===== config.mk =====
export PLATFORM = sky130hd
export DESIGN_NAME = stream_order_monitor
export DESIGN_NICKNAME = d
export VERILOG_FILES = /design/src/rtl/stream_order_monitor.sv
export SDC_FILE = /design/constraint.sdc
export NUM_CORES = 1
export LEC_CHECK = 0
export CAP_MARGIN = 20
export CORE_AREA = 2 2 76 78
export DETAILED_ROUTE_END_ITERATION = 8
export DIE_AREA = 0 0 78 80
export DONT_BUFFER_PORTS = 1
export GPL_ROUTABILITY_DRIVEN = 0
export SLEW_MARGIN = 20
export SYNTH_ARGS = -nofsm -noshare
export SYNTH_HDL_FRONTEND = slang
export SYNTH_SLANG_ARGS = --single-unit

===== constraint.sdc =====
create_clock -name clk -period 2.36 [get_ports clk]
set_input_delay 0.118 -clock clk [delete_from_list [all_inputs] [get_ports clk]]
set_output_delay 0.118 -clock clk [all_outputs]
set_load 0.05 [all_outputs]

===== src/rtl/stream_order_monitor.sv =====
module stream_order_monitor #(
  parameter int W = 16
) (
  input  logic         clk,
  input  logic         rst,
  input  logic [W-1:0] probe_a,
  input  logic [W-1:0] probe_b,
  input  logic         up_valid,
  input  logic [W-1:0] up_data,
  input  logic         up_ready,
  input  logic         dn_valid,
  input  logic [W-1:0] dn_data,
  input  logic         dn_ready,
  output logic         err_up_hold,
  output logic         err_dn_hold,
  output logic         err_up_ready,
  output logic         err_dn_ready,
  output logic         err_in_order,
  output logic         err_out_order,
  output logic         err_any
);

  logic         live;
  logic         pv_u, pr_u, pv_d, pr_d;
  logic [W-1:0] pd_u, pd_d;
  logic [3:0]   seen;
  logic [3:0]   seen_nx;
  logic         hold_u, hold_d, rdy_u, rdy_d;
  logic         probes_differ;

  always_ff @(posedge clk) begin
    pv_u <= up_valid;
    pr_u <= up_ready;
    pd_u <= up_data;
    pv_d <= dn_valid;
    pr_d <= dn_ready;
    pd_d <= dn_data;
  end

  assign hold_u = live && pv_u && !pr_u && (up_valid != pv_u || up_data != pd_u);
  assign hold_d = live && pv_d && !pr_d && (dn_valid != pv_d || dn_data != pd_d);
  assign rdy_u  = live && pr_u && !pv_u && !up_ready;
  assign rdy_d  = live && pr_d && !pv_d && !dn_ready;

  assign probes_differ = (probe_a != probe_b);

  // bit 0: a upstream, 1: b upstream, 2: a downstream, 3: b downstream
  assign seen_nx = seen | {dn_valid && dn_data == probe_b,
                           dn_valid && dn_data == probe_a,
                           up_valid && up_data == probe_b,
                           up_valid && up_data == probe_a};

  always_ff @(posedge clk) begin
    if (rst) begin
      live          <= 1'b0;
      seen          <= '0;
      err_up_hold   <= 1'b0;
      err_dn_hold   <= 1'b0;
      err_up_ready  <= 1'b0;
      err_dn_ready  <= 1'b0;
      err_in_order  <= 1'b0;
      err_out_order <= 1'b0;
    end else begin
      live          <= 1'b1;
      seen          <= seen_nx;
      err_up_hold   <= err_up_hold  | hold_u;
      err_dn_hold   <= err_dn_hold  | hold_d;
      err_up_ready  <= err_up_ready | rdy_u;
      err_dn_ready  <= err_dn_ready | rdy_d;
      err_in_order  <= err_in_order  | (probes_differ && seen_nx[1] && !seen_nx[0]);
      err_out_order <= err_out_order | (probes_differ && seen_nx[3] && !seen_nx[2]);
    end
  end

  assign err_any = err_up_hold | err_dn_hold | err_up_ready | err_dn_ready |
                   err_in_order | err_out_order;

endmodule


==> qor.csv <==
stage;metric;value;unit
final_layout;fillCellCount;515;
grt;antenna_found_initial;0;
critical_path;cp_max_fo;3;
cts;cts_inserted_buffers;5;
critical_path;slowest_delay;0.49;ns
critical_path;regToRegStartpoint;pd_u[12];
placement;hpwl;4850;um
final_layout;finalNonFillerCells;348;
cts;clkLatencyLatePin;0.29;ns
logic_synthesis;synthesis.nets;301;
route;vias;1718;
final_layout;nets;345;
placement;place_inst;303;
timing;drv_slew;0;
grt;grtUsageTotal;21.3;%
logic_synthesis;ys_ff_latch;47;
critical_path;cp_cell_sequence;nor4_1, nand3_1;
floorplanning;rows;27;
logic_synthesis;ys_types;21;
floorplanning;die_h;80;um
route;drtAntennaViolNets;0;
logic_synthesis;synth_common_cells;81 x xnor2_1, 47 x dfxtp_1, 33 x xor2_1, 16 x nand4_1, 12 x nor4_1;
power_and_ir_drop;power-per-cell-area;570;mW/mm2
worst_hold_path;hp-start;up_ready;
critical_path;path_class;reg -> out;
logic_synthesis;syn_inst;231;
critical_path;worstSetupStartpointType;flop;
worst_hold_path;hp-class;in -> reg;
critical_path;crit_path_top_delay_cell;dfxtp_1;
floorplanning;die_w;78;um
final_layout;syn2layout_area_growth;23.9;%
cts;cts_tree;built;
floorplanning;die_area;0.00624;mm2
logic_synthesis;synth_edf_count;0;
route;via_per_inst;4.94;
logic_synthesis;synth-seq-area-share;40.1;%
route;dr.pass1.iters;4;
logic_synthesis;yosysMostFrequentCell;xnor2_1;
timing;tns;0;ns
cts;htreeDepth;2;
route;wl;6210;um
power_and_ir_drop;vdd_ir_drop_max;0.239;mV
grt;grt_max_degree;14;
logic_synthesis;synthArstFlopShare;0;%
logic_synthesis;yosys.area.top_type;dfxtp_1;
grt;grt_pass1_wl;10000;um
logic_synthesis;ys_top_cells_by_area;dfxtp_1 40%, xnor2_1 30%, xor2_1 12%, nand4_1 4.3%, nor4_1 3.2%;
cts;path_clk_slew;0.08;ns
cts;post_cts_buffers;0;
final_layout;n_antenna_cell;0;
route;dr.first_iter.drc_count;40;
critical_path;required;2.24;ns
grt;first_global_vias;1965;
grt;gr-total-overflow;0;
timing;fin_hold_ws;0.0224;ns
final_layout;reg_top3;pd_d (16), pd_u (16), seen (4);
placement;port_buffers;0;
logic_synthesis;syn_area_per_cell;10.2;um2
critical_path;startpoint;err_up_ready;
power_and_ir_drop;power_leakage;1.01;nW
final_layout;drive_above_1_share;3.26;%
timing;rsz0062_at_grt;no;
flow_run;maxCapViolCount;0;
floorplanning;fp.coreArea;0.00541;mm2
logic_synthesis;ys.warnings.count;0;
critical_path;cp-end-kind;primary output;
cts;clock_sinks;47;
critical_path;worstPathArrival;1.57;ns
timing;period_share;71.6;%
route;remaining_drc_errors;0;
timing;hold_viol_final;0;
timing;skew;0.00216;ns
logic_synthesis;synth_flop_cell;dfxtp_1;
floorplanning;start_util;43.4;%
floorplanning;io-pin-count;77;
timing;period_needed;1.69;ns
logic_synthesis;synth_top_area_share;40.1;%
logic_synthesis;synth_area;0.00234;mm2
cts;clockBufferDepth;2;
run_status;status;completed;
timing;relSlewSlack;60.8;%
timing;setup_viol_count_final;0;
timing;fmax;592;MHz
timing;worstMarginPinSlew;0.582;ns
route;wl_per_cell;17.8;um
cts;clock-root-buffer;clkbuf_8;
==> layout make-up <==
type	instances	area [um2]	share of cell area (%)
sequential	47	941	32.4
tap	72	90.1	3.10
timing repair buffer	37	370	12.7
inverter	5	18.8	0.646
multi-input combinational	179	1390	47.7
clock buffer	8	100	3.45
==> routing by layer <==
metal / up-vias / track usage [%] / share of wire (%)
li1: 872 / - / -
met1: 763 / 26.2 / 44
met2: 79 / 33.7 / 45
met3: 4 / 9.05 / 11
met4: 0 / 6.67 / 0.89
met5: - / 0 / 0
==> power breakdown <==
part | switching (mW) | internal, mW
Clock | 0.259 | 0.268
Combinational | 0.0975 | 0.174
Sequential | 0.0277 | 0.829
==> kinds of logic (layout without fill, tap and decap cells) <==
logic type,Yosys count,count (layout),share of synthesized area (%)
xor gates and xnor gates,114,114,42.6
and+or+nand+nor,55,55,13.2
DFF,47,47,40.1
AOI/OAI and AO/OA,10,10,3.26
buffers and inverters,5,50,0.800
==> stage by stage <==
| stage | utilization (%) | instance area (um2) | setup WS, ns | total power, mW |
|---|---|---|---|---|
| floorplan | - | 2340 | 1.03 | 1.06 |
| global placement | 45.0 | 2430 | 0.895 | 1.09 |
| detailed placement | 45.0 | 2430 | 0.859 | 1.09 |
| CTS | 53.8 | 2910 | 0.644 | 1.66 |
| global route | 53.8 | 2910 | 0.504 | 1.73 |
| finish | 53.8 | 2910 | 0.671 | 1.65 |
==> what timing repair did <==
| item | in CTS | in global routing |
|---|---|---|
| hold endpoints to repair | 42 | 0 |
| hold buffers | 37 | 0 |
| gates resized for setup | 0 | 0 |
==> worst max-delay path: cells and delay by family, from the launching register on <==
family / cells / cell delay, ns
AND/OR/NAND/NOR: 2 / 0.79
flip-flops: 1 / 0.49
==> cells in the final DEF, fill, tap and decap left out, drive strengths merged <==
cell / n
nand3: 10
nor4bb: 2
nor3: 3
nor2b: 1
nand4: 16
and3: 1
o41ai: 1
inv: 5
xor2: 33
a21oi: 3
a41oi: 1
nor4: 12
nor2: 7
xnor2: 81
dfxtp: 47
a32o: 1
dlygate4sd3: 37
a22o: 1
o21a: 1
clkbuf: 8
nand2: 3
o21ai: 2
==> final timing paths <==
path | end | slack [ns] | cells past startpoint
setup / recovery | err_any | 0.67 | 2
hold reg to reg | seen[2] | 0.46 | 2
setup reg to reg | err_up_hold | 1.00 | 5
hold / removal | err_up_ready | 0.02 | 3
(Power assumes the default switching activity.)
